--- config.mk ---
export PLATFORM = sky130hd
export DESIGN_NAME = pin_irq_ctrl
export DESIGN_NICKNAME = d
export VERILOG_FILES = /design/src/rtl/pin_irq_pkg.sv /design/src/rtl/pin_irq_sync.sv /design/src/rtl/pin_irq_edge.sv /design/src/rtl/pin_irq_agg.sv /design/src/rtl/pin_irq_regs.sv /design/src/rtl/pin_irq_ctrl.sv
export SDC_FILE = /design/constraint.sdc
export NUM_CORES = 1
export LEC_CHECK = 0
export BUFFER_PORTS_ARGS = -buffer_cell sky130_fd_sc_hd__buf_2
export CAP_MARGIN = 5
export CELL_PAD_IN_SITES_DETAIL_PLACEMENT = 2
export CELL_PAD_IN_SITES_GLOBAL_PLACEMENT = 2
export CORE_MARGIN = 2
export CORE_UTILIZATION = 32
export CTS_CLUSTER_SIZE = 20
export DETAILED_ROUTE_END_ITERATION = 10
export PLACE_DENSITY_LB_ADDON = 0.15
export SLEW_MARGIN = 40
export SYNTH_ARGS = -nofsm -noshare
export SYNTH_HDL_FRONTEND = slang
export SYNTH_HIERARCHICAL = 1
export SYNTH_SLANG_ARGS = --single-unit
--- constraint.sdc ---
create_clock -name clk -period 2 [get_ports clk]
set_clock_uncertainty 0.15 [all_clocks]
set_input_delay 0.1 -clock clk [delete_from_list [all_inputs] [get_ports clk]]
set_output_delay 0.1 -clock clk [all_outputs]
set_load 0.03 [all_outputs]
--- src/rtl/pin_irq_pkg.sv ---
package pin_irq_pkg;
  localparam int DATA_W = 32;

  localparam int OFS_STATUS  = 'h00;
  localparam int OFS_TOPMASK = 'h04;
  localparam int OFS_DIN     = 'h40;
  localparam int OFS_DOUT    = 'h44;
  localparam int OFS_OE      = 'h48;
  localparam int OFS_LPOL    = 'h50;
  localparam int OFS_LMASK   = 'h54;
  localparam int OFS_EVT     = 'h58;
  localparam int OFS_EMASK   = 'h5C;
  localparam int OFS_EPOL    = 'h64;

  typedef enum logic [3:0] {
    SEL_NONE,
    SEL_STATUS,
    SEL_TOPMASK,
    SEL_DIN,
    SEL_DOUT,
    SEL_OE,
    SEL_LPOL,
    SEL_LMASK,
    SEL_EVT,
    SEL_EMASK,
    SEL_EPOL
  } reg_sel_e;
endpackage

--- src/rtl/pin_irq_sync.sv ---
module pin_irq_sync #(
  parameter int W      = 32,
  parameter int STAGES = 2
) (
  input  logic         clk,
  input  logic         rst,
  input  logic [W-1:0] raw,
  output logic [W-1:0] now,
  output logic [W-1:0] old
);
  localparam int DEPTH = STAGES + 1;

  logic [W-1:0] chain [DEPTH];

  generate
    for (genvar s = 0; s < DEPTH; s++) begin : g_stage
      if (s == 0) begin : g_first
        always_ff @(posedge clk) begin
          if (rst) chain[s] <= '0;
          else     chain[s] <= raw;
        end
      end else begin : g_next
        always_ff @(posedge clk) begin
          if (rst) chain[s] <= '0;
          else     chain[s] <= chain[s-1];
        end
      end
    end
  endgenerate

  assign now = chain[STAGES-1];
  assign old = chain[STAGES];
endmodule

--- src/rtl/pin_irq_edge.sv ---
module pin_irq_edge #(
  parameter int NPIN = 32
) (
  input  logic            clk,
  input  logic            rst,
  input  logic [NPIN-1:0] now,
  input  logic [NPIN-1:0] old,
  input  logic [NPIN-1:0] fall_sel,
  input  logic [NPIN-1:0] clr,
  output logic [NPIN-1:0] hit,
  output logic [NPIN-1:0] evt
);
  generate
    for (genvar i = 0; i < NPIN; i++) begin : g_pin
      logic rise_i, fall_i;
      assign rise_i = now[i] & ~old[i];
      assign fall_i = old[i] & ~now[i];
      assign hit[i] = fall_sel[i] ? fall_i : rise_i;

      always_ff @(posedge clk) begin
        if (rst)         evt[i] <= 1'b0;
        else if (hit[i]) evt[i] <= 1'b1;
        else if (clr[i]) evt[i] <= 1'b0;
      end
    end
  endgenerate
endmodule

--- src/rtl/pin_irq_agg.sv ---
module pin_irq_agg #(
  parameter int NPIN = 32
) (
  input  logic [NPIN-1:0] now,
  input  logic [NPIN-1:0] lpol,
  input  logic [NPIN-1:0] lmask,
  input  logic [NPIN-1:0] evt,
  input  logic [NPIN-1:0] emask,
  input  logic            top_mask,
  output logic            status_any,
  output logic            irq
);
  logic [NPIN-1:0] lvl_req, edg_req;

  assign lvl_req    = (now ^ lpol) & lmask;
  assign edg_req    = evt & emask;
  assign status_any = (|lvl_req) | (|edg_req);
  assign irq        = status_any & top_mask;
endmodule

--- src/rtl/pin_irq_regs.sv ---
module pin_irq_regs
  import pin_irq_pkg::*;
#(
  parameter int NPIN = 32,
  parameter int AW   = 8
) (
  input  logic              clk,
  input  logic              rst,
  input  logic [AW-1:0]     addr,
  input  logic              we,
  input  logic [DATA_W-1:0] wdata,
  output logic [DATA_W-1:0] rdata,
  input  logic [NPIN-1:0]   din_s,
  input  logic [NPIN-1:0]   evt,
  input  logic              status_any,
  output logic [NPIN-1:0]   dout,
  output logic [NPIN-1:0]   oe,
  output logic [NPIN-1:0]   lpol,
  output logic [NPIN-1:0]   lmask,
  output logic [NPIN-1:0]   emask,
  output logic [NPIN-1:0]   epol,
  output logic [NPIN-1:0]   evt_clr,
  output logic              top_mask
);
  reg_sel_e        sel;
  logic [NPIN-1:0] wbits;

  assign wbits = wdata[NPIN-1:0];

  always_comb begin
    case (addr)
      AW'(OFS_STATUS):  sel = SEL_STATUS;
      AW'(OFS_TOPMASK): sel = SEL_TOPMASK;
      AW'(OFS_DIN):     sel = SEL_DIN;
      AW'(OFS_DOUT):    sel = SEL_DOUT;
      AW'(OFS_OE):      sel = SEL_OE;
      AW'(OFS_LPOL):    sel = SEL_LPOL;
      AW'(OFS_LMASK):   sel = SEL_LMASK;
      AW'(OFS_EVT):     sel = SEL_EVT;
      AW'(OFS_EMASK):   sel = SEL_EMASK;
      AW'(OFS_EPOL):    sel = SEL_EPOL;
      default:          sel = SEL_NONE;
    endcase
  end

  always_ff @(posedge clk) begin
    if (rst) begin
      dout     <= '0;
      oe       <= '0;
      lpol     <= '0;
      lmask    <= '0;
      emask    <= '0;
      epol     <= '0;
      top_mask <= 1'b0;
    end else if (we) begin
      case (sel)
        SEL_DOUT:    dout     <= wbits;
        SEL_OE:      oe       <= wbits;
        SEL_LPOL:    lpol     <= wbits;
        SEL_LMASK:   lmask    <= wbits;
        SEL_EMASK:   emask    <= wbits;
        SEL_EPOL:    epol     <= wbits;
        SEL_TOPMASK: top_mask <= wdata[0];
        default:     ;
      endcase
    end
  end

  assign evt_clr = (we && sel == SEL_EVT) ? wbits : '0;

  always_comb begin
    case (sel)
      SEL_STATUS:  rdata = DATA_W'(status_any);
      SEL_TOPMASK: rdata = DATA_W'(top_mask);
      SEL_DIN:     rdata = DATA_W'(din_s);
      SEL_DOUT:    rdata = DATA_W'(dout);
      SEL_OE:      rdata = DATA_W'(oe);
      SEL_LPOL:    rdata = DATA_W'(lpol);
      SEL_LMASK:   rdata = DATA_W'(lmask);
      SEL_EVT:     rdata = DATA_W'(evt);
      SEL_EMASK:   rdata = DATA_W'(emask);
      SEL_EPOL:    rdata = DATA_W'(epol);
      default:     rdata = '0;
    endcase
  end
endmodule

--- src/rtl/pin_irq_ctrl.sv ---
module pin_irq_ctrl
  import pin_irq_pkg::*;
#(
  parameter int NPIN        = 32,
  parameter int ADDR_W      = 8,
  parameter int SYNC_STAGES = 2
) (
  input  logic              clk,
  input  logic              rst,
  input  logic [ADDR_W-1:0] bus_addr,
  input  logic              bus_we,
  input  logic [DATA_W-1:0] bus_wdata,
  output logic [DATA_W-1:0] bus_rdata,
  input  logic [NPIN-1:0]   pad_in,
  output logic [NPIN-1:0]   pad_out,
  output logic [NPIN-1:0]   pad_oe,
  output logic              irq
);
  logic [NPIN-1:0] din_s, din_prev;
  logic [NPIN-1:0] dout, oe, lpol, lmask, emask, epol, evt_clr;
  logic [NPIN-1:0] evt, hit;
  logic            top_mask, status_any;

  pin_irq_sync #(.W(NPIN), .STAGES(SYNC_STAGES)) u_sync (
    .clk (clk),
    .rst (rst),
    .raw (pad_in),
    .now (din_s),
    .old (din_prev)
  );

  pin_irq_edge #(.NPIN(NPIN)) u_edge (
    .clk      (clk),
    .rst      (rst),
    .now      (din_s),
    .old      (din_prev),
    .fall_sel (epol),
    .clr      (evt_clr),
    .hit      (hit),
    .evt      (evt)
  );

  pin_irq_agg #(.NPIN(NPIN)) u_agg (
    .now        (din_s),
    .lpol       (lpol),
    .lmask      (lmask),
    .evt        (evt),
    .emask      (emask),
    .top_mask   (top_mask),
    .status_any (status_any),
    .irq        (irq)
  );

  pin_irq_regs #(.NPIN(NPIN), .AW(ADDR_W)) u_regs (
    .clk        (clk),
    .rst        (rst),
    .addr       (bus_addr),
    .we         (bus_we),
    .wdata      (bus_wdata),
    .rdata      (bus_rdata),
    .din_s      (din_s),
    .evt        (evt),
    .status_any (status_any),
    .dout       (dout),
    .oe         (oe),
    .lpol       (lpol),
    .lmask      (lmask),
    .emask      (emask),
    .epol       (epol),
    .evt_clr    (evt_clr),
    .top_mask   (top_mask)
  );

  assign pad_out = dout;
  assign pad_oe  = oe;
endmodule

Word level (Yosys, flattened, before mapping)
Memories as Yosys holds them, arrays and structs flattened.
Cells that the tools add are included.
Widths: inputs -> output; s select.

operators by class
  equality and inequality tests = 19
  reduce and logical (&&, ||, !) cells = 43
  multiplexer cells = 105
  add/subtract/negate cells = 0
  bitwise operators = 136
  shift operators = 0
  multipliers = 0
  div/mod/pow operators = 0
  order comparisons = 0

operators by type and width
  kind                number
  $pmux 32 s10        1
  $mux 32             4
  $mux 1              99
  $and 1x1->1         65
  $and 32x32->32      2
  $eq 8x7->1 const B  8
  $not 1->1           64
  $reduce_bool 2->1   32
  $reduce_or 32->1    2
  $pmux 4 s10         1
  $xor 32x32->32      1
  $eq 4x3->1 const B  4
  $reduce_and 2->1    7
  $eq 4x4->1 const B  3
  $eq 4x2->1 const B  2
  $eq 8x3->1 const B  1
  $logic_not 8->1     1
  $eq 4x1->1 const B  1
  $or 1x1->1          4
  $logic_and 1x1->1   1

storage, ports and cells
  word-level logic and storage cells = 343
  input port bits = 75
  output and inout bits = 97
  memory bits (read-only) = 0
  bits in latches = 0
  register bits after elaboration = 225
  memories = 1
  memory bits (writable) = 96

memories
  name          words  bits a word  read ports  clocked after Yosys merged registers in  wr ports  line                RTL
  u_sync.chain  3      32           3           0                                        3         pin_irq_sync.sv:13  logic [W-1:0] chain [DEPTH];

Depth between registers and ports, before layout
  depth after elaboration = 7
  gate-level depth with buffers = 9
  mapped depth without buffers = 8

Modules after synthesis
The synthesis kept the hierarchy.

by module, submodules not included
  module        sequential area each (µm²)  area each (µm²)  cells an instance  times used
  pin_irq_regs  3,863.7                     9,277.6          1,184              1
  pin_irq_sync  1,921.8                     2,600.0          202                1
  pin_irq_edge  640.6                       2,139.6          234                1
  pin_irq_agg   0.0                         608.1            79                 1

Worst setup path before layout
Ideal clock, no wire load.

  kind = input port to output port
  from = input port bus_addr[7]
  to = output port bus_rdata[14]
  stages = 7
  buffers on the path = 2
  arrival = 1.870 ns
  data required time = 1.750 ns
  path slack = -0.120 ns
  cells stage by stage = buf_4 -> nor4_2 -> nand2_1 -> or4_4 -> or2_1 -> clkbuf_1 -> o2111ai_1

between the ends
  cells in the longest elaborated chain, start to end = 4
  elaborated cells between the ends (all ways) = 22
  those cells by class = 19 x eq/ne; 2 x mux; 1 x reduce/logical

ends and longest elaborated chain
  element                             line                RTL
  start, declared                     pin_irq_ctrl.sv:10  input logic [ADDR_W-1:0] bus_addr,
  $eq 8x7->1 (tied with other cells)  pin_irq_regs.sv:31  case (addr)
  $pmux 4 s10 *                       pin_irq_regs.sv:31
  $eq 4x4->1 (tied with other cells)  pin_irq_regs.sv:72  case (sel)
  $pmux 32 s10 *                      pin_irq_regs.sv:72
  end, declared                       pin_irq_ctrl.sv:13  output logic [DATA_W-1:0] bus_rdata,

Every way passes the cells marked *; elsewhere a longest branch is shown, timed or not.

Worst setup path in the final report
  from = register u_regs.lpol[9]
  to = output port bus_rdata[0]

between the ends
  cells in the longest elaborated chain, start to end = 5

ends and longest elaborated chain
  element                 line                RTL
  start, declared         pin_irq_regs.sv:18  output logic [NPIN-1:0] lpol,
  start signal, assigned  pin_irq_regs.sv:59  SEL_LPOL: lpol <= wbits;
  $xor 32x32->32          pin_irq_agg.sv:15   assign lvl_req = (now ^ lpol) & lmask;
  $and 32x32->32          pin_irq_agg.sv:15
  $reduce_or 32->1        pin_irq_agg.sv:17   assign status_any = (|lvl_req) | (|edg_req);
  $or 1x1->1              pin_irq_agg.sv:17
  via status_any          pin_irq_ctrl.sv:22  logic top_mask, status_any;
  $pmux 32 s10            pin_irq_regs.sv:72

The timed path passes the listed nets, and every way through them passes these cells.

==> out/results.md <==
| Group | Result | Value |
|:---|:---|:---|
| outcome | Result of the run | finished with violations |
| outcome | Failing checks | setup timing |
| clock network | Number of buffers on the longest clock path | 3 |
| synthesis | Syn Inst Count | 1635 |
| sta | Number of setup violations in the final report | 33 |
| placed design | Final estimated routing congestion in global placement | 0.847 |
| clock network | Root Driver | sky130_fd_sc_hd__clkbuf_16 |
| sta | Final-report hold violation count | 0 |
| power and ir drop | Share of total power in sequential cells | 42.9% |
| power and ir drop | Internal power | 11.6 mW |
| worst setup path | Most used cell along the critical path | sky130_fd_sc_hd__buf_4 |
| global route | Met3 usage in global routing | 4.13% |
| floorplanning | Count of pins on the block boundary | 172 |
| worst hold path | Worst Hold Class | input port to register |
| global route | Overflow left after global routing | 0 |
| clock network | Number of buffers inserted during clock tree synthesis | 40 |
| placed design | Instance area after placement | 17800 sq um |
| floorplanning | Num rows | 77 |
| global route | Met1 capacity usage during global routing | 37.6% |
| synthesis | Number of nets in the synthesized netlist | 1710 |
| worst setup path | Worst path buffer plus inverter count | 4 |
| worst setup path | Critical setup path kind | register to primary output |
| power and ir drop | LEAKAGE | 8.50 nW |
| global route | Pin count of the biggest net entering global routing | 74 |
| synthesis | Mean Syn Cell Area | 8.75 sq um |
| final layout | Antenna Diode Count | 0 |
| clock network | Clock insertion delay at the later pin of the skew report | 570 ps |
| final layout | Leading cell type in the layout, fill and taps excluded | sky130_fd_sc_hd__nand2_1 |
| worst setup path | Critical path's slowest cell | sky130_fd_sc_hd__dfxtp_1 |
| power and ir drop | Switching power share of the total | 24.4% |
| clock network | Number of clock sinks seen by CTS | 321 |
| sta | Remaining max-slew budget at the tightest pin | 55.8% |
| clock network | Clk pin slew, worst setup/hold paths | 60 ps |
| synthesis | Synth warn | 6 |
| placed design | Total half-perimeter wirelength after legalization and detailed placement | 45.4 mm |
| worst setup path | Sort of element at the end of the critical path | primary output |
| drt | Vias after detailed routing | 15100 |
| final layout | Commonest cells after routing, fill and taps aside | sky130_fd_sc_hd__nand2_1 (343), sky130_fd_sc_hd__dfxtp_1 (289), sky130_fd_sc_hd__buf_4 (230) |
| floorplanning | Total Die Area | 46400 sq um |
| global route | Top Usage Layer GRT | met2 |
| worst setup path | Ordered list of cells on the worst path | xor2_1, buf_4, a22oi_2, nand4_1, a2111oi_4, buf_4, nand3_4, inv_2, o32a_1, o221ai_2, buf_6 |
| clock network | CTS H-Tree Depth | 2 |
| clock network | TritonCTS clock tree | built |
| sta | Maximum clock rate | 349 MHz |
| final layout | Area growth from synthesis to final layout | 50.6% |
| drt | Wire length per cell after detailed routing | 27.2 um |
| worst setup path | Largest fanout on the critical path | 2 |
| drt | DRC violation count after routing | 0 |
| worst setup path | Cell type group with the largest total delay on the critical path | compound AO/OA/AOI/OAI gates |
| power and ir drop | Combinational fraction of design power | 8.0% |
| final layout | Final net count | 2184 |
| drt | Number of iterations in the first detailed-routing pass | 5 |
| power and ir drop | Power dissipated by switching net loads | 3.76 mW |
| power and ir drop | Clock network fraction of design power | 49.1% |
| global route | Antenna violations before repair | 1 |
| worst setup path | Required time at the worst-slack endpoint | 1750 ps |
| sta | Max Slew Vio Count | 0 |
| worst setup path | Startpoint class of the critical path | register |
| drt | Via-per-instance ratio | 5.54 |
| final layout | Fraction of layout cells with a size suffix above 1 | 32.6% |
| placed design | Number of input and output port buffers inserted | 171 |
| sta | Fin worst setup slack | -866 ps |
| sta | Unrepaired setup endpoints after global routing | true |
| synthesis | Netlist area before placement | 14300 sq um |
| sta | Final min period | 2870 ps |
| drt | Antenna-violating nets left | 0 |
| power and ir drop | Pwr dens | 715 nW/um^2 |
| global route | Met2 track demand over resource | 55.0% |
| floorplanning | Effective utilization at floorplan | 32.4% |
| worst setup path | Worst path arrival time | 2620 ps |
| final layout | Post-route cell area | 21500 sq um |
| worst setup path | CP max stage delay | 320 ps |
| power and ir drop | Peak supply drop | 0.485 mV |
| floorplanning | Placeable core region | 44100 sq um |
| global route | Via count of the first global-routing pass | 16600 |
| sta | Accumulated negative setup slack | -7170 ps |
| final layout | Filler cells | 4654 |
| floorplanning | DIE WIDTH | 215 um |
| drt | Violation count after the first detailed-route iteration | 1000 |
| global route | Wire length of the first global-routing pass | 108 mm |
| drt | Routed wire length | 74.3 mm |
| sta | Final period util | 143% |
| global route | All-Layer GR Usage | 30.7% |
| flow run | Maximum Capacitance Violations | 0 |
| floorplanning | Overall die height | 215 um |
| sta | Hold_ws | 136 ps |
| sta | Worst-Margin Slew | 663 ps |
## per-stage QoR
stage | utilization (%) | total power [mW] | instances | setup WS, ps
detailed placement | 40.3 | 7.71 | 2549 | -438
global placement | 40.3 | 7.68 | 2549 | -412
global route | 48.8 | 15.9 | 2733 | -947
floorplan | - | 7.14 | 1635 | -120
finish | 48.8 | 15.4 | 2733 | -866
CTS | 47.8 | 15.4 | 2726 | -904
## state kept, by name, indices dropped and copies added (netlist names)
signal / flops
u_edge/evt: 32
u_regs/dout: 32
u_regs/emask: 32
u_regs/epol: 32
u_regs/lmask: 32
u_regs/lpol: 32
u_regs/oe: 32
u_regs/top_mask: 1
u_sync/chain: 96
## final timing paths
| kind | start | cells after the start | endpoint | slack (ps) |
|---|---|---|---|---|
| max | u_regs/lpol[9] | 11 | bus_rdata[0] | -870 |
| max reg2reg | u_edge/evt[7] | 3 | u_edge/evt[7] | 640 |
| min | pad_in[17] | 3 | u_sync/chain[0][17] | 140 |
| min reg2reg | u_sync/chain[0][17] | 1 | u_sync/chain[1][17] | 290 |
## per-layer routing
metal	vias to the layer above	share of wire, %
met3	143	4.8
met4	2	3.6
met5	-	0.019
li1	6719	-
met1	7782	41
met2	487	51
## worst min-delay path, cell delays in order
cell	delay [ps]
sky130_fd_sc_hd__dlygate4sd3_1	510
sky130_fd_sc_hd__buf_2	90
sky130_fd_sc_hd__nor2b_1	110
## power groups by stage
stage | sequential, mW | combinational (mW) | clock (mW)
finish | 6.61 | 1.24 | 7.56
global route | 6.62 | 1.30 | 7.96
CTS | 6.60 | 1.16 | 7.68
detailed placement | 6.74 | 0.969 | 0
global placement | 6.74 | 0.946 | 0
floorplan | 6.72 | 0.418 | 0
## final cells by class
| type | count | area (sq um) | share of cell area [%] |
|---|---|---|---|
| multi-input combinational | 1174 | 7970 | 37.0 |
| sequential | 321 | 6480 | 30.1 |
| timing repair buffer | 559 | 4960 | 23.0 |
| clock buffer | 57 | 1160 | 5.37 |
| tap | 592 | 741 | 3.44 |
| clock inverter | 17 | 195 | 0.906 |
| inverter | 13 | 48.8 | 0.226 |
## what timing repair did
item / in CTS / in global routing
gates cloned: 2 / 0
buffers inserted: 22 / 11
setup endpoints to repair: 33 / 34
hold buffers: 81 / 0
resized for setup: 220 / 83
hold endpoints to repair: 281 / 0
pin swaps: 53 / 45
Power figures use the tool's default switching activity.
